File: src/rtl/wap_pkg.sv
package wap_pkg;
  typedef enum logic [2:0] {
    RG_MAIN  = 3'd0,
    RG_SECT  = 3'd1,
    RG_UID   = 3'd2,
    RG_LOCK  = 3'd3,
    RG_CADDR = 3'd4,
    RG_CWREN = 3'd5,
    RG_NONE  = 3'd6
  } region_e;
endpackage

File: src/rtl/wap_decode.sv
module wap_decode
  import wap_pkg::*;
#(
  parameter int AW     = 14,
  parameter int SEL_LO = 9,
  parameter int SECT_W = 6,
  parameter int UID_W  = 4,
  parameter logic [AW-1:0] CADDR = 14'h06CA,
  parameter logic [AW-1:0] CWREN = 14'h3F35
) (
  input  logic          fam,
  input  logic [AW-1:0] ptr,
  output region_e       region,
  output logic [AW-1:0] offset
);
  logic [1:0] sel;
  assign sel = ptr[SEL_LO+1:SEL_LO];

  always_comb begin
    region = RG_MAIN;
    offset = '0;
    if (!fam) begin
      region = RG_MAIN;
      offset = ptr;
    end else if (ptr == CADDR) begin
      region = RG_CADDR;
    end else if (ptr == CWREN) begin
      region = RG_CWREN;
    end else begin
      case (sel)
        2'b00: begin
          region = RG_SECT;
          offset = AW'(ptr[SECT_W-1:0]);
        end
        2'b01: begin
          region = RG_UID;
          offset = AW'(ptr[UID_W-1:0]);
        end
        2'b10:   region = RG_LOCK;
        default: region = RG_NONE;
      endcase
    end
  end
endmodule

File: src/rtl/wap_step.sv
module wap_step
  import wap_pkg::*;
#(
  parameter int AW     = 14,
  parameter int PAGE_W = 6,
  parameter int SECT_W = 6,
  parameter int UID_W  = 4
) (
  input  logic [AW-1:0] ptr,
  input  region_e       region,
  input  logic          rd,
  output logic [AW-1:0] nxt
);
  logic [AW-1:0] full_inc, page_inc, sect_inc, uid_inc;

  assign full_inc = ptr + AW'(1);
  assign page_inc = {ptr[AW-1:PAGE_W], ptr[PAGE_W-1:0] + PAGE_W'(1)};
  assign sect_inc = {ptr[AW-1:SECT_W], ptr[SECT_W-1:0] + SECT_W'(1)};
  assign uid_inc  = {ptr[AW-1:UID_W],  ptr[UID_W-1:0]  + UID_W'(1)};

  always_comb begin
    case (region)
      RG_MAIN: nxt = rd ? full_inc : page_inc;
      RG_SECT: nxt = sect_inc;
      RG_UID:  nxt = uid_inc;
      default: nxt = ptr;
    endcase
  end
endmodule

File: src/rtl/word_ptr_unit.sv
module word_ptr_unit
  import wap_pkg::*;
#(
  parameter int AW     = 14,
  parameter int WB     = 8,
  parameter int PAGE_W = 6,
  parameter int SECT_W = 6,
  parameter int UID_W  = 4,
  parameter int SEL_LO = 9
) (
  input  logic          clk,
  input  logic          rst,
  input  logic          load_i,
  input  logic          fam_spc_i,
  input  logic [WB-1:0] wa_hi_i,
  input  logic [WB-1:0] wa_lo_i,
  input  logic          rd_i,
  input  logic          adv_i,
  output logic [2:0]    region_o,
  output logic [AW-1:0] offset_o
);
  localparam int HI_USED = AW - WB;

  logic [AW-1:0] ptr_q, ptr_d, stepped, loaded;
  logic          fam_q, fam_d;
  region_e       region_q, region_d;
  logic [AW-1:0] offset_d;
  logic          unused_hi;

  assign unused_hi = ^wa_hi_i[WB-1:HI_USED];
  assign loaded    = {wa_hi_i[HI_USED-1:0], wa_lo_i};

  wap_step #(.AW(AW), .PAGE_W(PAGE_W), .SECT_W(SECT_W), .UID_W(UID_W)) u_step (
    .ptr(ptr_q), .region(region_q), .rd(rd_i), .nxt(stepped)
  );

  always_comb begin
    ptr_d = ptr_q;
    fam_d = fam_q;
    if (load_i) begin
      ptr_d = loaded;
      fam_d = fam_spc_i;
    end else if (adv_i) begin
      ptr_d = stepped;
    end
  end

  wap_decode #(.AW(AW), .SEL_LO(SEL_LO), .SECT_W(SECT_W), .UID_W(UID_W)) u_dec (
    .fam(fam_d), .ptr(ptr_d), .region(region_d), .offset(offset_d)
  );

  always_ff @(posedge clk) begin
    if (rst) begin
      ptr_q    <= '0;
      fam_q    <= 1'b0;
      region_q <= RG_MAIN;
      offset_o <= '0;
    end else begin
      ptr_q    <= ptr_d;
      fam_q    <= fam_d;
      region_q <= region_d;
      offset_o <= offset_d;
    end
  end

  assign region_o = region_q;

  assert_load_R2: assert property (@(posedge clk) disable iff (rst)
    (load_i && !fam_spc_i) |=> (region_o == RG_MAIN &&
      offset_o == {$past(wa_hi_i[HI_USED-1:0]), $past(wa_lo_i)}));

  assert_page_R3: assert property (@(posedge clk) disable iff (rst)
    (!load_i && adv_i && !rd_i && region_o == RG_MAIN) |=>
      (offset_o[AW-1:PAGE_W] == $past(offset_o[AW-1:PAGE_W]) &&
       offset_o[PAGE_W-1:0] == $past(offset_o[PAGE_W-1:0]) + PAGE_W'(1)));

  assert_read_step_R4: assert property (@(posedge clk) disable iff (rst)
    (!load_i && adv_i && rd_i && region_o == RG_MAIN) |=>
      (offset_o == $past(offset_o) + AW'(1)));

  assert_hold_R5: assert property (@(posedge clk) disable iff (rst)
    (!load_i && !adv_i) |=> ($stable(offset_o) && $stable(region_o)));

  assert_wrap_keep_R8: assert property (@(posedge clk) disable iff (rst)
    (!load_i && adv_i && (region_o == RG_SECT || region_o == RG_UID)) |=>
      $stable(region_o));

  assert_fixed_R9: assert property (@(posedge clk) disable iff (rst)
    (!load_i && adv_i && region_o >= 3'd3) |=>
      ($stable(offset_o) && $stable(region_o)));

  assert_load_wins_R10: assert property (@(posedge clk) disable iff (rst)
    (load_i && adv_i && !fam_spc_i) |=>
      (offset_o == {$past(wa_hi_i[HI_USED-1:0]), $past(wa_lo_i)}));
endmodule

File: config.mk
export PLATFORM = sky130hd
export DESIGN_NAME = word_ptr_unit
export DESIGN_NICKNAME = d
export VERILOG_FILES = /design/src/rtl/wap_pkg.sv /design/src/rtl/wap_decode.sv /design/src/rtl/wap_step.sv /design/src/rtl/word_ptr_unit.sv
export SDC_FILE = /design/constraint.sdc
export NUM_CORES = 1
export LEC_CHECK = 0
export BUFFER_PORTS_ARGS = -buffer_cell sky130_fd_sc_hd__buf_4
export CORE_MARGIN = 2
export CORE_UTILIZATION = 48
export DETAILED_ROUTE_END_ITERATION = 8
export PLACE_DENSITY = 0.71
export SLEW_MARGIN = 20
export SYNTH_ARGS = -nofsm -noshare
export SYNTH_HDL_FRONTEND = slang
export SYNTH_SLANG_ARGS = --single-unit
File: constraint.sdc
create_clock -name clk -period 1.85 [get_ports clk]
set_input_delay 0.37 -clock clk [delete_from_list [all_inputs] [get_ports clk]]
set_output_delay 0.37 -clock clk [all_outputs]
set_load 0.01 [all_outputs]
# ---- Word level (Yosys, flattened, before mapping)
# Index checks and enable logic that the tools add are counted.
dict set report classes {
  mul 0
  shifts 0
  n_mux 12
  bitwise 1
  add_sub_neg 3
  n_div 0
  order_cmp 0
  n_eq_ne 6
  n_reduce_logical 5
}
# cell n
set op_table {}
lappend op_table {{$mux 14} 6}
lappend op_table {{$pmux 14 s3} 1}
lappend op_table {{$add 14x1->14 const B} 1}
lappend op_table {{$eq 14x11->1 const B} 1}
lappend op_table {{$eq 14x14->1 const B} 1}
lappend op_table {{$pmux 6 s2} 1}
lappend op_table {{$pmux 3 s3} 1}
lappend op_table {{$add 6x1->6 const B} 1}
lappend op_table {{$mux 3} 2}
lappend op_table {{$add 4x1->4 const B} 1}
lappend op_table {{$reduce_or 4->1} 1}
lappend op_table {{$eq 3x1->1 const B} 1}
lappend op_table {{$eq 3x2->1 const B} 1}
lappend op_table {{$logic_not 3->1} 1}
lappend op_table {{$reduce_or 3->1} 1}
lappend op_table {{$eq 2x1->1 const B} 1}
lappend op_table {{$eq 2x2->1 const B} 1}
lappend op_table {{$logic_not 2->1} 1}
lappend op_table {{$reduce_or 2->1} 1}
lappend op_table {{$mux 1} 1}
lappend op_table {{$not 1->1} 1}
dict set report totals {
  ff_bits 32
  latchBits 0
  ramBits 0
  n_memories 0
  out_inout_bits 17
  rom_bits 0
}

# ---- Longest topological paths before layout
dict set report logic_depth {
  word_depth 10
  depth_mapped 8
  ltp_nobuf 8
}

# ---- Hierarchy
# Synthesis repeated with hierarchy kept, for this count alone.
dict set report hier_totals {
  cells_unflattened 186
  area_unflattened_um2 1854.3
}
# mod n_inst seq_area_each_um2 cells_each area_each_um2
set modules_own_cells {}
lappend modules_own_cells {word_ptr_unit 1 640.6 116 1298.7}
lappend modules_own_cells {wap_step 1 0.0 38 316.6}
lappend modules_own_cells {wap_decode 1 0.0 32 239.0}

# ---- Least setup slack after synthesis
# No wires, ideal clock.
dict set report synth_path {
  kind {register -> register}
  start {register region_q[2], in the netlist region_o[2]}
  end {register region_q[1], in the netlist region_o[1]}
  required_time_ns 1.729
  synth_period_minus_slack_ns 2.054
  t_arrival_ns 1.934
  setup_time_ns 0.121
  stages_incl_launch_ff 9
  slack_ns -0.204
  path_cell_list {dfxtp_1 nand4bb_2 buf_6 or4_4 o221ai_2 o211ai_1 nor4_1 o2bb2ai_1 a21oi_1}
}
dict set report synth_between {
  elab_chain_cells 6
  word_cells_on_any_way 13
  classes_between {eq/ne (6); mux (4); reduce/logical (3)}
}
# item line
set synth_lines {}
lappend synth_lines {{start, declared} word_ptr_unit.sv:26} ;# region_e region_q, region_d;
lappend synth_lines {{start signal, assigned} word_ptr_unit.sv:61} ;# region_q <= region_d;
lappend synth_lines {{$eq 3x2->1 (tied with other cells)} wap_step.sv:22} ;# case (region)
lappend synth_lines {{$pmux 14 s3 *} wap_step.sv:22}
lappend synth_lines {{$mux 14 *} word_ptr_unit.sv:43} ;# end else if (adv_i) begin
lappend synth_lines {{$mux 14 *} word_ptr_unit.sv:40} ;# if (load_i) begin
lappend synth_lines {{$eq 14x14->1 (tied with other cells)} wap_decode.sv:27} ;# end else if (ptr == CWREN) begin
lappend synth_lines {{$reduce_or 4->1 (no line) or $pmux 3 s3 (tied branches)} -}
# Every way passes the cells marked *; elsewhere a longest branch is shown, timed or not.
# A chain may end at the register's enable or synchronous reset.

# ---- Worst setup path in the final report
dict set report layout_path {
  start {register region_q[1], in the netlist region_o[1]}
  end {register region_q[1], in the netlist region_o[1]}
}
# Same word-level chain as after synthesis.

==> results by group <==
Cells and area
  – Nets: 317
  – Diodes inserted: 0
  – Fillers: 205
  – Multi-input combinational cell area: 0.00123 sq mm
  – Fraction of layout cells with a size suffix above 1: 51.0%
  – Finished Layout Cells: 340
  – Register Area: roughly 660 sq um
  – Area Overhead vs Synth: 58.4%
  – Fin area: 0.00274 sq mm

GRT
  – Initial antenna violation count: 0
  – First-pass GRT wire length: 9450 um
  – GR Util All Layers: between 30% and 40%
  – Grt total ovfl: 0
  – Largest net degree at the start of global routing: 17
  – Vias in the first global route: approximately 1900

Clock network
  – Root Driver: clkbuf_4
  – Clock sink total: 32
  – CTS tree: done
  – Worst skew pair latency: 0.32 ns
  – Worst-path clk slew: 0.10 ns
  – Depth of the CTS H-tree: 2
  – Max Buffers Root-to-Sink: 2
  – Cts bufs inserted: 5

Timing
  – WHS: around 0.33 ns
  – Rel. slew slack: 68.8%
  – Period utilization: 113%
  – # setup viols final: 10
  – Least-Margin Pin Slew: between 0.4 and 0.5 ns
  – Final setup margin: -0.247 ns
  – Fmax achieved: about 0.48 GHz
  – Min cycle time layout: 2.10 ns
  – Max-slew violation count: 0
  – Count of final hold-check violations: 0
  – RSZ-0062 raised after global routing: true
  – Clock skew: around 0.017 ns

Placed design
  – Post-placement cell area: 0.00242 sq mm
  – DP HPWL: between 4000 and 5000 um
  – GP Congestion: roughly 1
  – Cell count after placement: 325
  – Port Buffer Count: 36

Synthesis
  – EDFF count, synth: 0
  – Main synth FF type: dfxtp_1
  – Async SR Flop Fraction: 0%
  – Syn nets: 224
  – FF+latch count, synth: 32
  – Netlist cell types: 57
  – Avg Inst Size Synth: 8.61 sq um
  – Synth Warn #: 0
  – Gate Count Post-Synth: 201
  – Sequential-to-total area share from yosys stat: 37.0%
  – Mapped cell area: approximately 0.0017 sq mm

Power
  – PD cells: 607 mW/mm^2
  – P_sw: 0.488 mW
  – Switching Share: 29.3%
  – Maximum VDD drop: 0.000485 V
  – Total Power: 1.66 mW
  – Leakage power: 1.25 nW
  – Internal: 1.18 mW
  – Seq pwr share: about 47%
  – Clock share of power: 26.9%
  – Combinational share of power: a little over a quarter

Floorplanning
  – Die span in x: 64.0 um
  – Die area: 0.00410 sq mm
  – Starting Density: approximately 50%
  – # rows: 21
  – Core ar.: 0.00339 sq mm
  – Die Ht: 64.0 um
  – Ports: 39

Setup path
  – Worst Setup End Kind: flop
  – Reg-to-reg setup timing slack: -0.25 ns
  – Startpoint Class: flop
  – Reg2Reg Capture Point: region_o[1]$_SDFF_PP0_
  – Reg2reg path depth: 7
  – Worst r2r src: region_o[1]$_SDFF_PP0_
  – WP data arrival: approximately 2.3 ns
  – CP required: 2.06 ns
  – Crit-path max FO: 5
  – Worst Setup Path Type: reg -> reg

Min path
  – Hold Path Origin: wa_lo_i[0]
  – Worst hold path endpoint: ptr_q[0]$_SDFF_PP0_
  – HP Class: in -> reg
  – Hold path cells: 3

Route
  – Final antenna-violating net count: 0
  – Drt drc: 0
  – First-pass iteration count of the detailed router: 4
  – DR WL/cell: roughly 17 um
  – Final wirelength: a little under 6000 um
  – Vias: between 1500 and 2000
  – Vias per cell: 5.79
  – Starting DRC count in detailed routing: 171

Status
  – Failing checks: negative setup slack
  – Status: finished with violations

Flow run
  – Max_cap viols: 0
cell usage after synthesis, types with 2 or more instances:
cell type	n	area share [%]
a21oi_1	6	1.7
o211ai_1	2	0.87
clkbuf_1	3	0.65
xor2_1	4	2.0
mux2i_1	5	2.9
xnor2_1	2	1.0
inv_1	6	1.3
o21ai_0	3	0.87
nand2b_1	6	2.2
nor3_1	4	1.2
and3_1	6	2.2
nor4_1	4	1.4
nand3_1	5	1.4
a211oi_1	3	1.3
a31o_2	2	1.0
o31ai_1	3	1.3
a21boi_0	3	1.3
or3_1	3	1.1
nand4_1	3	1.1
buf_4	4	1.7
and2_1	2	0.72
and4_1	2	1.0
nor4b_1	2	1.0
nand2_1	15	3.3
o21a_1	3	1.3
dfxtp_1	32	37
nor2_1	37	8.0
o21bai_1	2	0.87
worst max path at each step:
stage / from / endpoint / slack [ns] / cells after the start
after global placement: adv_i / offset_o[2]$_SDFF_PP0_ / -0.34 / 9
final: region_o[1]$_SDFF_PP0_ / region_o[1]$_SDFF_PP0_ / -0.25 / 7
after floorplan: region_o[2]$_SDFF_PP0_ / region_o[1]$_SDFF_PP0_ / -0.14 / 8
after detailed placement: adv_i / offset_o[2]$_SDFF_PP0_ / -0.37 / 9
after CTS: region_o[1]$_SDFF_PP0_ / region_o[1]$_SDFF_PP0_ / -0.20 / 7
after global routing: region_o[1]$_SDFF_PP0_ / region_o[0]$_SDFF_PP0_ / -0.32 / 8
critical path, cell delays in order, from the launching register on:
cell	delay, ns
dfxtp_2	0.35
nand4bb_4	0.28
or4_4	0.53
o221ai_4	0.18
o211ai_1	0.16
nor4_1	0.21
o2bb2ai_1	0.18
a21oi_1	0.09
kinds of logic after synthesis:
group                      after synthesis  synth area share [%]
adders and majority gates                1                 0.723
and+or+nand+nor                        101                  32.2
AOI/OAI and AO/OA                       41                  19.5
xor gates and xnor gates                 6                  3.04
buffers and inverters                   15                  4.63
DFF                                     32                  37.0
muxes                                    5                  2.89
power groups by stage:
stage	registers, mW	clock network, mW	logic [mW]
after floorplan	0.789	0	0.169
after global placement	0.774	0	0.380
after detailed placement	0.776	0	0.392
after CTS	0.771	0.448	0.421
after global routing	0.778	0.478	0.477
final	0.774	0.447	0.443
routing by layer:
layer	up-vias	track usage [%]	part of all wire, %	wire length [um]
met5	-	0	0	0
met1	945	40.6	43	2500
met2	87	48.8	49	2870
met4	0	10.9	2.6	152
met3	20	4.58	6.0	355
li1	917	-	-	-
state kept, by name, summed over array words and instances (netlist names):
signal / cells
offset_o: 14
ptr_q: 14
region_o: 3
fam_q: 1
area by class of cell:
type,count,share of cell area (%)
Clock buffer,7,2.37
Inverter,6,0.822
Multi-Input combinational cell,156,45.0
Sequential cell,32,24.1
Tap cell,46,2.10
Timing Repair Buffer,93,25.6
stage by stage:
step	worst slack, ns	TNS [ns]	utilization (%)
6_report	-0.247	-0.804	80.8
5_1_grt	-0.323	-1.59	80.8
4_1_cts	-0.195	-0.484	78.8
3_5_place_dp	-0.368	-3.13	71.5
3_3_place_gp	-0.340	-2.71	71.5
2_1_floorplan	-0.142	-0.220	-
what timing repair did:
item / 4_1_cts / 5_1_grt
setup endpoints to repair: 14 / 16
hold endpoints to repair: 0 / 0
setup buffers: 5 / 2
hold buffers: 0 / 0
cloned: 2 / 0
pin swaps: 11 / 5
gates resized for setup: 29 / 15
cell usage in the layout (no fill, tap or decap), types with 3 or more instances in the layout:
master | Yosys | layout
clkbuf_4 | 0 | 5
nand3_1 | 5 | 3
o21a_1 | 3 | 3
nor3_1 | 4 | 4
nand4_1 | 3 | 3
dfxtp_2 | 0 | 9
mux2i_1 | 5 | 4
a21oi_1 | 6 | 6
and3_1 | 6 | 6
inv_1 | 6 | 6
xor2_1 | 4 | 3
nor2_2 | 1 | 5
buf_4 | 4 | 92
nor2_1 | 37 | 33
nand2_1 | 15 | 13
nand2b_1 | 6 | 6
dfxtp_1 | 32 | 21
No activity file was read; power rests on OpenSTA's default activity.
